<file path="config.mk">
export PLATFORM = sky130hd
export DESIGN_NAME = i2c_txn_seq
export DESIGN_NICKNAME = d
export VERILOG_FILES = /design/src/rtl/i2c_txn_pkg.sv /design/src/rtl/i2c_txn_addr.sv /design/src/rtl/i2c_txn_tally.sv /design/src/rtl/i2c_txn_ctrl.sv /design/src/rtl/i2c_txn_seq.sv
export SDC_FILE = /design/constraint.sdc
export NUM_CORES = 1
export LEC_CHECK = 0
export BUFFER_PORTS_ARGS = -buffer_cell sky130_fd_sc_hd__buf_2
export CORE_MARGIN = 10
export CORE_UTILIZATION = 49
export DETAILED_ROUTE_END_ITERATION = 6
export PLACE_DENSITY = 0.77
export SYNTH_ARGS = -nofsm -noshare
export SYNTH_HDL_FRONTEND = slang
export SYNTH_SLANG_ARGS = --single-unit
</file>
<file path="constraint.sdc">
create_clock -name clk -period 2.2 [get_ports clk]
set_clock_uncertainty 0.15 [all_clocks]
set_input_delay 0.44 -clock clk [delete_from_list [all_inputs] [get_ports clk]]
set_output_delay 0.44 -clock clk [all_outputs]
set_load 0.01 [all_outputs]
</file>
<file path="src/rtl/i2c_txn_pkg.sv">
// Shared encodings for the two-wire transaction sequencer.
// Assumes the bit engine understands the four command codes below.
package i2c_txn_pkg;

    typedef enum logic [1:0] {
        BOP_START = 2'd0,
        BOP_STOP  = 2'd1,
        BOP_WRITE = 2'd2,
        BOP_READ  = 2'd3
    } bop_t;

    typedef enum logic [1:0] {
        TXN_PROBE = 2'd0,
        TXN_WRITE = 2'd1,
        TXN_READ  = 2'd2
    } txn_t;

    typedef enum logic [3:0] {
        ST_IDLE,
        ST_START,
        ST_DEVW,
        ST_ADDR,
        ST_MSTOP,
        ST_RSTART,
        ST_DEVR,
        ST_RDATA,
        ST_RPUSH,
        ST_WFETCH,
        ST_WDATA,
        ST_STOP
    } seq_st_t;

endpackage

</file>
<file path="src/rtl/i2c_txn_addr.sv">
// Address shaping: picks one internal-address byte by index and forms the
// effective device address, folding upper address bits when asked.
// Assumes alen never exceeds ADDR_BYTES.
module i2c_txn_addr #(
    parameter int         ADDR_BYTES = 4,
    parameter logic [6:0] FOLD_MASK  = 7'h07,
    localparam int        ADDR_W     = 8 * ADDR_BYTES,
    localparam int        ALEN_W     = $clog2(ADDR_BYTES + 1)
) (
    input  logic [6:0]        dev,
    input  logic [ADDR_W-1:0] addr,
    input  logic [ALEN_W-1:0] alen,
    input  logic              fold,
    input  logic [ALEN_W-1:0] idx,
    output logic [6:0]        dev_eff,
    output logic [7:0]        addr_byte
);

    logic [7:0]        bytes [ADDR_BYTES];
    logic [ADDR_W-1:0] upper;

    for (genvar g = 0; g < ADDR_BYTES; g++) begin : g_byte
        assign bytes[g] = addr[8*g +: 8];
    end

    // Bits left above the used address length
    assign upper   = addr >> {alen, 3'b000};
    assign dev_eff = fold ? (dev | (upper[6:0] & FOLD_MASK)) : dev;

    // Select the address byte the controller is sending
    always_comb begin
        addr_byte = 8'h00;
        for (int i = 0; i < ADDR_BYTES; i++) begin
            if (idx == ALEN_W'(i)) addr_byte = bytes[i];
        end
    end

endmodule

</file>
<file path="src/rtl/i2c_txn_tally.sv">
// Saturating failure counter, cleared when a transaction starts.
// Assumes clr and inc are never both wanted as an increment.
module i2c_txn_tally #(
    parameter int FAIL_W = 16
) (
    input  logic              clk,
    input  logic              rst_n,
    input  logic              clr,
    input  logic              inc,
    output logic [FAIL_W-1:0] cnt
);

    // Count unacknowledged data bytes, stopping at full scale
    always_ff @(posedge clk) begin
        if (!rst_n || clr)   cnt <= '0;
        else if (inc && cnt != '1) cnt <= cnt + 1'b1;
    end

endmodule

</file>
<file path="src/rtl/i2c_txn_ctrl.sv">
// Transaction controller: walks probe, write and random-read sequences,
// issuing one bit-engine command at a time and holding it until done.
// Assumes bit_done is a single-cycle pulse answering the held command.
module i2c_txn_ctrl
    import i2c_txn_pkg::*;
#(
    parameter int  ADDR_BYTES = 4,
    parameter int  LEN_W      = 16,
    localparam int ADDR_W     = 8 * ADDR_BYTES,
    localparam int ALEN_W     = $clog2(ADDR_BYTES + 1)
) (
    input  logic              clk,
    input  logic              rst_n,
    input  logic              req_valid,
    output logic              req_ready,
    input  logic [1:0]        req_kind,
    input  logic [6:0]        req_dev,
    input  logic [ADDR_W-1:0] req_addr,
    input  logic [ALEN_W-1:0] req_alen,
    input  logic [LEN_W-1:0]  req_len,
    input  logic              req_fold,
    input  logic              wr_valid,
    output logic              wr_ready,
    input  logic [7:0]        wr_data,
    output logic              rd_valid,
    input  logic              rd_ready,
    output logic [7:0]        rd_data,
    output logic              bit_cmd_valid,
    output logic [1:0]        bit_cmd_op,
    output logic [7:0]        bit_cmd_data,
    output logic              bit_cmd_nack,
    input  logic              bit_done,
    input  logic              bit_nack,
    input  logic [7:0]        bit_rdata,
    output logic [6:0]        dev_q,
    output logic [ADDR_W-1:0] addr_q,
    output logic [ALEN_W-1:0] alen_q,
    output logic              fold_q,
    output logic [ALEN_W-1:0] idx_q,
    input  logic [6:0]        dev_eff,
    input  logic [7:0]        addr_byte,
    output logic              accept,
    output logic              fail_inc,
    output logic              done,
    output logic              err
);

    seq_st_t          st;
    txn_t             kind_q;
    logic [LEN_W-1:0] rem_q;
    logic [7:0]       byte_q;
    logic             last;
    logic             step;

    assign accept   = (st == ST_IDLE) && req_valid;
    assign last     = (rem_q == LEN_W'(1));
    assign step     = bit_cmd_valid && bit_done;
    assign fail_inc = (st == ST_WDATA) && bit_done && bit_nack;

    // Handshake outputs derived from the state
    assign req_ready = (st == ST_IDLE);
    assign wr_ready  = (st == ST_WFETCH);
    assign rd_valid  = (st == ST_RPUSH);
    assign rd_data   = byte_q;

    // Command presented to the bit engine
    always_comb begin
        bit_cmd_valid = 1'b1;
        bit_cmd_op    = BOP_WRITE;
        bit_cmd_data  = 8'h00;
        bit_cmd_nack  = 1'b0;
        unique case (st)
            ST_START, ST_RSTART: bit_cmd_op = BOP_START;
            ST_MSTOP, ST_STOP:   bit_cmd_op = BOP_STOP;
            ST_DEVW:             bit_cmd_data = {dev_eff, 1'b0};
            ST_DEVR:             bit_cmd_data = {dev_eff, 1'b1};
            ST_ADDR:             bit_cmd_data = addr_byte;
            ST_WDATA:            bit_cmd_data = byte_q;
            ST_RDATA: begin
                bit_cmd_op   = BOP_READ;
                bit_cmd_nack = last;
            end
            default:             bit_cmd_valid = 1'b0;
        endcase
    end

    // Sequence state, request capture and result flag
    always_ff @(posedge clk) begin
        if (!rst_n) begin
            st     <= ST_IDLE;
            kind_q <= TXN_PROBE;
            dev_q  <= '0;
            addr_q <= '0;
            alen_q <= '0;
            fold_q <= 1'b0;
            idx_q  <= '0;
            rem_q  <= '0;
            byte_q <= '0;
            err    <= 1'b0;
            done   <= 1'b0;
        end else begin
            done <= 1'b0;
            unique case (st)
                ST_IDLE: if (req_valid) begin
                    kind_q <= (req_kind == 2'd3) ? TXN_PROBE : txn_t'(req_kind);
                    dev_q  <= req_dev;
                    addr_q <= req_addr;
                    alen_q <= req_alen;
                    fold_q <= req_fold;
                    rem_q  <= req_len;
                    err    <= 1'b0;
                    st     <= ST_START;
                end
                ST_START: if (step) begin
                    st <= (kind_q == TXN_READ && alen_q == '0) ? ST_DEVR : ST_DEVW;
                end
                ST_DEVW: if (step) begin
                    idx_q <= alen_q - ALEN_W'(1);
                    if (bit_nack) begin
                        err <= 1'b1;
                        st  <= ST_STOP;
                    end else if (kind_q == TXN_PROBE) st <= ST_STOP;
                    else if (alen_q != '0)            st <= ST_ADDR;
                    else if (rem_q == '0)             st <= ST_STOP;
                    else                              st <= ST_WFETCH;
                end
                ST_ADDR: if (step) begin
                    if (bit_nack) begin
                        err <= 1'b1;
                        st  <= ST_STOP;
                    end else if (idx_q != '0) idx_q <= idx_q - ALEN_W'(1);
                    else if (kind_q == TXN_READ) st <= ST_MSTOP;
                    else if (rem_q == '0)        st <= ST_STOP;
                    else                         st <= ST_WFETCH;
                end
                ST_MSTOP:  if (step) st <= ST_RSTART;
                ST_RSTART: if (step) st <= ST_DEVR;
                ST_DEVR: if (step) begin
                    if (bit_nack) begin
                        err <= 1'b1;
                        st  <= ST_STOP;
                    end else st <= (rem_q == '0) ? ST_STOP : ST_RDATA;
                end
                ST_RDATA: if (step) begin
                    byte_q <= bit_rdata;
                    st     <= ST_RPUSH;
                end
                ST_RPUSH: if (rd_ready) begin
                    rem_q <= rem_q - 1'b1;
                    st    <= last ? ST_STOP : ST_RDATA;
                end
                ST_WFETCH: if (wr_valid) begin
                    byte_q <= wr_data;
                    st     <= ST_WDATA;
                end
                ST_WDATA: if (step) begin
                    rem_q <= rem_q - 1'b1;
                    st    <= last ? ST_STOP : ST_WFETCH;
                end
                ST_STOP: if (step) begin
                    done <= 1'b1;
                    st   <= ST_IDLE;
                end
                default: st <= ST_IDLE;
            endcase
        end
    end

endmodule

</file>
<file path="src/rtl/i2c_txn_seq.sv">
// Top of the two-wire transaction sequencer: joins the controller, the
// address shaper and the failure counter. Assumes one bit engine below.
module i2c_txn_seq #(
    parameter int         ADDR_BYTES = 4,
    parameter int         LEN_W      = 16,
    parameter int         FAIL_W     = 16,
    parameter logic [6:0] FOLD_MASK  = 7'h07,
    localparam int        ADDR_W     = 8 * ADDR_BYTES,
    localparam int        ALEN_W     = $clog2(ADDR_BYTES + 1)
) (
    input  logic              clk,
    input  logic              rst_n,
    input  logic              req_valid,
    output logic              req_ready,
    input  logic [1:0]        req_kind,
    input  logic [6:0]        req_dev,
    input  logic [ADDR_W-1:0] req_addr,
    input  logic [ALEN_W-1:0] req_alen,
    input  logic [LEN_W-1:0]  req_len,
    input  logic              req_fold,
    input  logic              wr_valid,
    output logic              wr_ready,
    input  logic [7:0]        wr_data,
    output logic              rd_valid,
    input  logic              rd_ready,
    output logic [7:0]        rd_data,
    output logic              bit_cmd_valid,
    output logic [1:0]        bit_cmd_op,
    output logic [7:0]        bit_cmd_data,
    output logic              bit_cmd_nack,
    input  logic              bit_done,
    input  logic              bit_nack,
    input  logic [7:0]        bit_rdata,
    output logic              done,
    output logic              err,
    output logic [FAIL_W-1:0] fail_cnt
);

    logic [6:0]        dev_q;
    logic [ADDR_W-1:0] addr_q;
    logic [ALEN_W-1:0] alen_q;
    logic              fold_q;
    logic [ALEN_W-1:0] idx_q;
    logic [6:0]        dev_eff;
    logic [7:0]        addr_byte;
    logic              accept;
    logic              fail_inc;

    i2c_txn_ctrl #(
        .ADDR_BYTES(ADDR_BYTES),
        .LEN_W     (LEN_W)
    ) u_ctrl (
        .clk          (clk),
        .rst_n        (rst_n),
        .req_valid    (req_valid),
        .req_ready    (req_ready),
        .req_kind     (req_kind),
        .req_dev      (req_dev),
        .req_addr     (req_addr),
        .req_alen     (req_alen),
        .req_len      (req_len),
        .req_fold     (req_fold),
        .wr_valid     (wr_valid),
        .wr_ready     (wr_ready),
        .wr_data      (wr_data),
        .rd_valid     (rd_valid),
        .rd_ready     (rd_ready),
        .rd_data      (rd_data),
        .bit_cmd_valid(bit_cmd_valid),
        .bit_cmd_op   (bit_cmd_op),
        .bit_cmd_data (bit_cmd_data),
        .bit_cmd_nack (bit_cmd_nack),
        .bit_done     (bit_done),
        .bit_nack     (bit_nack),
        .bit_rdata    (bit_rdata),
        .dev_q        (dev_q),
        .addr_q       (addr_q),
        .alen_q       (alen_q),
        .fold_q       (fold_q),
        .idx_q        (idx_q),
        .dev_eff      (dev_eff),
        .addr_byte    (addr_byte),
        .accept       (accept),
        .fail_inc     (fail_inc),
        .done         (done),
        .err          (err)
    );

    i2c_txn_addr #(
        .ADDR_BYTES(ADDR_BYTES),
        .FOLD_MASK (FOLD_MASK)
    ) u_addr (
        .dev      (dev_q),
        .addr     (addr_q),
        .alen     (alen_q),
        .fold     (fold_q),
        .idx      (idx_q),
        .dev_eff  (dev_eff),
        .addr_byte(addr_byte)
    );

    i2c_txn_tally #(
        .FAIL_W(FAIL_W)
    ) u_tally (
        .clk  (clk),
        .rst_n(rst_n),
        .clr  (accept),
        .inc  (fail_inc),
        .cnt  (fail_cnt)
    );

endmodule

</file>
==> results of run 1 <==
## how the worst max path moves through the flow
| stage | slack, ns | start | endpoint |
|---|---|---|---|
| 2_1_floorplan | 0.009 | u_ctrl.st[0] | bit_cmd_data[0] |
| 6_report | -0.21 | u_ctrl.alen_q[0] | bit_cmd_data[1] |
| 4_1_cts | -0.20 | u_ctrl.idx_q[1] | bit_cmd_data[2] |
| 3_5_place_dp | 0.02 | u_ctrl.idx_q[1] | bit_cmd_data[0] |
| 5_1_grt | -0.32 | u_ctrl.idx_q[1] | bit_cmd_data[1] |
| 3_3_place_gp | 0.06 | u_ctrl.idx_q[1] | bit_cmd_data[0] |
## per-stage QoR
step / setup slack [ns] / cell area [um2] / total power, uW
after detailed placement: 0.0201 / 6120 / 6420
after global placement: 0.0612 / 6120 / 6290
after floorplan: 0.00913 / 5160 / 5110
after global routing: -0.320 / 6690 / 8730
after CTS: -0.197 / 6550 / 7840
final: -0.213 / 6690 / 8190
## sequential cells by signal, summed over array words and instances (netlist names), 2 cells and up
register and count:
u_ctrl.addr_q 32, u_tally.cnt 16, u_ctrl.rd_data 8, u_ctrl.rem_q 16
u_ctrl.alen_q 3, u_ctrl.idx_q 3, u_ctrl.kind_q 2, u_ctrl.dev_q 7
u_ctrl.st 4
## final cells by class
| cell class | count | area share (%) |
|---|---|---|
| Timing Repair Buffer | 175 | 16.8 |
| Tap cell | 136 | 2.55 |
| Clock buffer | 10 | 2.06 |
| Inverter | 12 | 0.749 |
| Sequential cell | 94 | 28.5 |
| Multi-Input combinational cell | 508 | 48.6 |
| Clock inverter | 6 | 0.749 |
## cells by family after synthesis
kind of cell	Yosys count	synth area share, %
AND/OR/NAND/NOR	280	26.1
AO/OA/AOI/OAI	177	21.8
flip-flops	94	36.5
buffers and inverters	59	4.76
multiplexers	25	5.58
XOR/XNOR	15	2.55
adder cells (fa/ha/maj)	11	2.67
## critical path: cells and delay by family, from the launching register on
| family | cells | cell delay [ns] |
|---|---|---|
| flops | 1 | 0.41 |
| compound gates | 2 | 0.34 |
| buf+inv | 1 | 0.16 |
| mux | 1 | 0.53 |
## timing repair
action | 4_1_cts | 5_1_grt
gates resized for setup | 50 | 25
endpoints found under the setup margin | 14 | 18
setup buffers | 9 | 4
pin swaps | 4 | 5
hold endpoints to repair | 0 | 0
## layer usage
metal	vias up	global-route usage (%)	routed length (um)
met5	-	0	0
met4	0	7.58	431
met3	39	5.00	1300
met2	233	33.3	7930
met1	2551	26.4	6910
li1	2631	-	-
## report_power, final
group | internal [uW] | switching, uW | leakage [uW]
clock | 460 | 673 | 0.0000956
sequential | 2160 | 477 | 0.000774
combinational | 1960 | 2460 | 0.00181
total | 4580 | 3610 | 0.00268
## cells in the final DEF (no fill, tap or decap), drive strengths merged, types with 10 or more instances in the layout
cell / instances
clkbuf: 10
xnor2: 14
ha: 11
nor3: 18
nor2: 62
buf: 175
o21ai: 32
nand2: 124
nor4: 15
dfxtp: 94
a21oi: 76
and3b: 11
mux2i: 22
inv: 16
a211oi: 15
==> run_summary.xml, run 1 <==
<?xml version="1.0" encoding="UTF-8"?>
<metrics>
  <group name="grt">
    <metric name="first_global_vias" unit="">5119</metric>
    <metric name="grt.overflow.total" unit="">0</metric>
    <metric name="grt_antenna_before_repair" unit="">0</metric>
    <metric name="grt_first_pass_wirelength" unit="um">25400</metric>
    <metric name="maximum_number_of_pins_on_one_net_before_global_route_repair" unit="">57</metric>
    <metric name="grt_usage" unit="%">20.7</metric>
  </group>
  <group name="synthesis">
    <metric name="ys_top_cells_by_count" unit="">sky130_fd_sc_hd__nand2_1, sky130_fd_sc_hd__dfxtp_1, sky130_fd_sc_hd__a21oi_1</metric>
    <metric name="ys_seq_elements" unit="">94</metric>
    <metric name="post_synth.cell_area_avg" unit="um2">7.80</metric>
    <metric name="yosys-top-cells-area" unit="">sky130_fd_sc_hd__dfxtp_1, sky130_fd_sc_hd__nand2_1, sky130_fd_sc_hd__a21oi_1</metric>
    <metric name="syn-num-nets" unit="">756</metric>
    <metric name="synthesized_instance_count" unit="">661</metric>
    <metric name="yosysUniqueCellTypes" unit="">67</metric>
    <metric name="ys_async_sr_fraction" unit="%">0</metric>
    <metric name="yosys.cell_count.top_type" unit="">sky130_fd_sc_hd__nand2_1</metric>
    <metric name="synth_top_area_share" unit="%">36.5</metric>
    <metric name="synth_area" unit="um2">5160</metric>
    <metric name="synth_enable_flop_cells" unit="">0</metric>
    <metric name="yosys_warnings" unit="">0</metric>
    <metric name="commonest_register_cell_after_synthesis" unit="">sky130_fd_sc_hd__dfxtp_1</metric>
    <metric name="synth_top_cell_by_area" unit="">sky130_fd_sc_hd__dfxtp_1</metric>
    <metric name="synth.yosys.seq_area_share" unit="%">36.5</metric>
  </group>
  <group name="floorplan">
    <metric name="pin_count" unit="">125</metric>
    <metric name="chipWidth" unit="um">123</metric>
    <metric name="floorplan.die_area" unit="um2">15000</metric>
    <metric name="core_area" unit="um2">10300</metric>
    <metric name="initial_utilization" unit="%">50.2</metric>
    <metric name="chipHeight" unit="um">123</metric>
    <metric name="rows" unit="">37</metric>
  </group>
  <group name="power">
    <metric name="leak" unit="uW">0.00268</metric>
    <metric name="cellPowerDensity" unit="nW/um2">1220</metric>
    <metric name="vdd.ir_drop.worst" unit="mV">0.651</metric>
  </group>
  <group name="detailed_routing">
    <metric name="detailroute.via_count" unit="">5454</metric>
    <metric name="detail_route.wl_per_cell" unit="um">17.6</metric>
    <metric name="finalWirelength" unit="um">16600</metric>
    <metric name="drc_errors" unit="">0</metric>
    <metric name="vias_per_cell" unit="">5.80</metric>
    <metric name="drt_first_pass_iters" unit="">5</metric>
    <metric name="first_iter_violations" unit="">682</metric>
    <metric name="drt.antenna.violating_nets" unit="">0</metric>
  </group>
  <group name="final_layout">
    <metric name="register_area" unit="um2">1910</metric>
    <metric name="fill_cells" unit="">875</metric>
    <metric name="layout.nets" unit="">895</metric>
    <metric name="multi_input_comb_area" unit="um2">3250</metric>
    <metric name="syn_to_final_growth" unit="%">29.7</metric>
    <metric name="finalCoreUtilization" unit="%">65.0</metric>
    <metric name="antenna_cells_inserted" unit="">0</metric>
    <metric name="fraction_of_layout_cells_with_a_size_suffix_above_1" unit="%">31.1</metric>
    <metric name="final_cell_count_no_fill" unit="">941</metric>
  </group>
  <group name="timing">
    <metric name="final_critical_path_setup_slack" unit="ns">-0.213</metric>
    <metric name="rsz0062_at_grt" unit="">true</metric>
    <metric name="finalCritPeriodShare" unit="%">110</metric>
    <metric name="report.final.hold_viol_count" unit="">0</metric>
    <metric name="drv_slew" unit="">0</metric>
    <metric name="totalNegativeSetupSlack" unit="ns">-1.50</metric>
    <metric name="fmax" unit="GHz">0.414</metric>
    <metric name="timing_worst_slew_pin_value" unit="ns">0.419</metric>
    <metric name="timing.final.crit_period" unit="ns">2.41</metric>
    <metric name="fin_worst_hold_slack" unit="ns">0.134</metric>
    <metric name="slew_headroom" unit="%">71.9</metric>
    <metric name="final-setup-viol-count" unit="">9</metric>
  </group>
  <group name="worst_hold_path">
    <metric name="min_from" unit="">req_addr[1]</metric>
    <metric name="hold_path.class" unit="">in2reg</metric>
    <metric name="min_to" unit="">u_ctrl.addr_q[1]</metric>
    <metric name="min_delay_path_depth" unit="">3</metric>
  </group>
  <group name="cts">
    <metric name="clk-insertion-delay-late" unit="ns">0.38</metric>
    <metric name="cts_sinks" unit="">94</metric>
    <metric name="ctsRootBufferMaster" unit="">sky130_fd_sc_hd__clkbuf_8</metric>
    <metric name="tritoncts" unit="">yes</metric>
    <metric name="number_of_hold_buffers_added_after_cts" unit="">0</metric>
    <metric name="path_clk_slew" unit="ns">0.10</metric>
    <metric name="clk_path_buf_depth" unit="">2</metric>
    <metric name="cts_inserted_buffers" unit="">9</metric>
    <metric name="cts_max_level" unit="">3</metric>
  </group>
  <group name="job">
    <metric name="cap_viol_max_count" unit="">0</metric>
  </group>
  <group name="status">
    <metric name="violations" unit="">negative setup slack</metric>
    <metric name="outcome" unit="">finished with violations</metric>
  </group>
  <group name="setup_path">
    <metric name="setup.worst_path.class" unit="">reg2out</metric>
    <metric name="rr_startpoint" unit="">u_ctrl.rem_q[1]</metric>
    <metric name="critical_path.slowest_cell" unit="">sky130_fd_sc_hd__mux4_2</metric>
    <metric name="timing.rr.end" unit="">u_ctrl.rem_q[15]</metric>
    <metric name="critPathRequiredTime" unit="ns">1.61</metric>
    <metric name="cp-end-kind" unit="">primary output</metric>
    <metric name="worst-r2r-setup-slack" unit="ns">0.02</metric>
    <metric name="critPathArrivalTime" unit="ns">1.82</metric>
    <metric name="worst-r2r-cell-count" unit="">6</metric>
    <metric name="worst_setup_path_start_kind" unit="">flip-flop</metric>
    <metric name="slowest_delay" unit="ns">0.53</metric>
    <metric name="critical_path_peak_fanout" unit="">6</metric>
    <metric name="timing.critical_path.cells" unit="">mux4_2 -&gt; a21oi_1 -&gt; o221ai_1 -&gt; buf_2</metric>
  </group>
  <group name="place">
    <metric name="place.detailed.hpwl" unit="um">12000</metric>
    <metric name="port-buffer-count" unit="">124</metric>
    <metric name="final_weighted_congestion_in_routability_driven_placement" unit="">0.910</metric>
    <metric name="count_of_placed_standard_cells_including_taps" unit="">913</metric>
  </group>
</metrics>
No activity file was read; power rests on OpenSTA's default activity.
==> run 2, diff against run 1 <==
- CORE_UTILIZATION: 49 -> 50
- CTS_BUF_LIST: default -> sky130_fd_sc_hd__clkbuf_4
- PLACE_DENSITY: 0.77 -> 0.78
==> run 2 against run 1 <==
Compared with the run above:
- register-to-register slack is essentially flat
- power grew 3.7%
- worst hold slack lost 0.12 ns
- sequential cell count is the same
- die area shrank 1.7%
- the flow still finishes with violations (negative setup slack)
- non-clock buffer count grew 14
- via count grew 3.5%
- global-route usage grew 1.2 points
- design area grew 2.3%
==> run_summary.xml, run 2 (same netlist as run 1, synthesis figures left out) <==
<?xml version="1.0" encoding="UTF-8"?>
<metrics>
  <group name="grt">
    <metric name="grt_antenna_before_repair" unit="">0</metric>
    <metric name="maximum_number_of_pins_on_one_net_before_global_route_repair" unit="">44</metric>
    <metric name="first_global_vias" unit="">5457</metric>
    <metric name="grt_first_pass_wirelength" unit="um">26800</metric>
    <metric name="grt.overflow.total" unit="">0</metric>
    <metric name="grt_usage" unit="%">21.9</metric>
  </group>
  <group name="final_layout">
    <metric name="layout.nets" unit="">909</metric>
    <metric name="largest_register_ff_count" unit="">32</metric>
    <metric name="final_cell_count_no_fill" unit="">955</metric>
    <metric name="fraction_of_layout_cells_with_a_size_suffix_above_1" unit="%">32.2</metric>
    <metric name="layout.cells.most_common_list" unit="">sky130_fd_sc_hd__nand2_1, sky130_fd_sc_hd__buf_2, sky130_fd_sc_hd__dfxtp_1</metric>
    <metric name="final_common_cell" unit="">sky130_fd_sc_hd__nand2_1</metric>
    <metric name="registers.top_by_ff_count" unit="">u_ctrl.addr_q</metric>
    <metric name="antenna_cells_inserted" unit="">0</metric>
    <metric name="syn_to_final_growth" unit="%">32.7</metric>
    <metric name="biggest_regs" unit="">u_ctrl.addr_q: 32 flops, u_ctrl.rem_q: 16 flops, u_tally.cnt: 16 flops</metric>
    <metric name="finalCoreUtilization" unit="%">67.2</metric>
  </group>
  <group name="floorplan">
    <metric name="chipWidth" unit="um">122</metric>
    <metric name="core_area" unit="um2">10200</metric>
    <metric name="chipHeight" unit="um">122</metric>
    <metric name="floorplan.die_area" unit="um2">14800</metric>
    <metric name="initial_utilization" unit="%">50.6</metric>
    <metric name="rows" unit="">37</metric>
    <metric name="pin_count" unit="">125</metric>
  </group>
  <group name="cts">
    <metric name="clk_path_buf_depth" unit="">2</metric>
    <metric name="number_of_hold_buffers_added_after_cts" unit="">0</metric>
    <metric name="cts_inserted_buffers" unit="">9</metric>
    <metric name="clk-insertion-delay-late" unit="ns">0.49</metric>
    <metric name="cts_max_level" unit="">3</metric>
    <metric name="ctsRootBufferMaster" unit="">sky130_fd_sc_hd__clkbuf_4</metric>
    <metric name="cts_sinks" unit="">94</metric>
    <metric name="path_clk_slew" unit="ns">0.17</metric>
    <metric name="tritoncts" unit="">yes</metric>
  </group>
  <group name="detailed_routing">
    <metric name="detail_route.wl_per_cell" unit="um">18.3</metric>
    <metric name="detailroute.via_count" unit="">5643</metric>
    <metric name="first_iter_violations" unit="">622</metric>
    <metric name="vias_per_cell" unit="">5.91</metric>
    <metric name="drc_errors" unit="">0</metric>
    <metric name="drt_first_pass_iters" unit="">5</metric>
    <metric name="drt.antenna.violating_nets" unit="">0</metric>
    <metric name="finalWirelength" unit="um">17500</metric>
  </group>
  <group name="place">
    <metric name="port-buffer-count" unit="">124</metric>
    <metric name="place.detailed.hpwl" unit="um">12000</metric>
    <metric name="count_of_placed_standard_cells_including_taps" unit="">913</metric>
    <metric name="final_weighted_congestion_in_routability_driven_placement" unit="">0.922</metric>
  </group>
  <group name="setup_path">
    <metric name="critPathArrivalTime" unit="ns">1.99</metric>
    <metric name="critical_path_peak_fanout" unit="">6</metric>
    <metric name="timing.critical_path.cells" unit="">inv_4 -&gt; ha_4 -&gt; and3b_1 -&gt; a21oi_2 -&gt; o21ai_0 -&gt; mux2i_1 -&gt; o221ai_1 -&gt; buf_2</metric>
    <metric name="slowest_delay" unit="ns">0.38</metric>
    <metric name="worst_setup_path_start_kind" unit="">flip-flop</metric>
    <metric name="cp-end-kind" unit="">primary output</metric>
    <metric name="setup.worst_path.class" unit="">reg2out</metric>
    <metric name="worst-r2r-setup-slack" unit="ns">0.01</metric>
    <metric name="critPathRequiredTime" unit="ns">1.61</metric>
    <metric name="top_family_by_delay_on_critical_path" unit="">flip-flops</metric>
    <metric name="timing.critical_path.buf_inv" unit="">2</metric>
    <metric name="critical_path.slowest_cell" unit="">sky130_fd_sc_hd__dfxtp_2</metric>
  </group>
  <group name="power">
    <metric name="p_total" unit="uW">8490</metric>
    <metric name="cellPowerDensity" unit="nW/um2">1240</metric>
    <metric name="vdd.ir_drop.worst" unit="mV">0.664</metric>
    <metric name="leak" unit="uW">0.00276</metric>
  </group>
  <group name="timing">
    <metric name="fin_worst_hold_slack" unit="ns">0.0114</metric>
    <metric name="final-setup-viol-count" unit="">12</metric>
    <metric name="slew_headroom" unit="%">74.5</metric>
    <metric name="report.final.hold_viol_count" unit="">0</metric>
    <metric name="drv_slew" unit="">0</metric>
    <metric name="fmax" unit="GHz">0.387</metric>
    <metric name="finalCritPeriodShare" unit="%">117</metric>
    <metric name="final_critical_path_setup_slack" unit="ns">-0.385</metric>
    <metric name="timing.final.crit_period" unit="ns">2.58</metric>
    <metric name="rsz0062_at_grt" unit="">true</metric>
    <metric name="timing_worst_slew_pin_value" unit="ns">0.380</metric>
  </group>
  <group name="status">
    <metric name="violations" unit="">negative setup slack</metric>
    <metric name="outcome" unit="">finished with violations</metric>
  </group>
  <group name="job">
    <metric name="cap_viol_max_count" unit="">0</metric>
  </group>
  <group name="worst_hold_path">
    <metric name="hold_path.class" unit="">in2reg</metric>
  </group>
</metrics>
==> run 2: path summary, 6_finish.rpt <==
kind / cells past startpoint / endpoint / from
min: 3 / u_ctrl.addr_q[4] / req_addr[4]
max reg2reg: 6 / u_ctrl.rem_q[15] / u_ctrl.rem_q[1]
max: 8 / bit_cmd_data[2] / u_ctrl.idx_q[1]
min reg2reg: 2 / u_ctrl.dev_q[5] / u_ctrl.dev_q[5]
==> run 2: area by class of cell <==
type / count / area [um2]
multi-input combinational: 508 / 3270
clock buffer: 9 / 67.6
inverter: 12 / 52.6
clock inverter: 7 / 82.6
sequential: 94 / 1920
timing repair buffer: 189 / 1280
fill: 798 / 3340
tap: 136 / 170
==> run 2: worst reg2reg max path, cell delays in order, from the launching register on <==
cell                      delay (ns)
sky130_fd_sc_hd__dfxtp_2        0.36
sky130_fd_sc_hd__buf_4          0.13
sky130_fd_sc_hd__or4_4          0.54
sky130_fd_sc_hd__or4_4          0.59
sky130_fd_sc_hd__nor4_2         0.17
sky130_fd_sc_hd__a21oi_1        0.08
sky130_fd_sc_hd__o32ai_2        0.10
==> run 2: layer usage <==
metal  wire length, um  up-vias  global-route usage (%)  share of wire, %
met5                 0        -                       0                 0
met4               482        0                    8.72               2.8
met3              1350       43                    4.30               7.7
met2              8540      273                    37.0                49
met1              7130     2656                    26.9                41
li1                  -     2671                       -                 -
==> run 2: repair_timing <==
action	in CTS	in global routing
cloned	0	2
setup buffers	20	4
resized for setup	64	26
hold endpoints to repair	0	0
pin swaps	7	13
setup endpoints to repair	17	34
==> run 2: where the power goes <==
part	internal, uW	total (uW)	leakage [uW]	switching (uW)
registers	2170	2650	0.000775	486
logic	2180	4810	0.00190	2620
clock network	365	1030	0.0000816	667
total	4710	8490	0.00276	3780
==> run 2: through the flow <==
stage | setup TNS [ns] | worst slack, ns | area, um2
after CTS | -2.48 | -0.297 | 6640
after global routing | -4.03 | -0.461 | 6840
after global placement | 0 | 0.0834 | 6120
after detailed placement | 0 | 0.0208 | 6120
final | -2.94 | -0.385 | 6840
after floorplan | 0 | 0.00913 | 5160
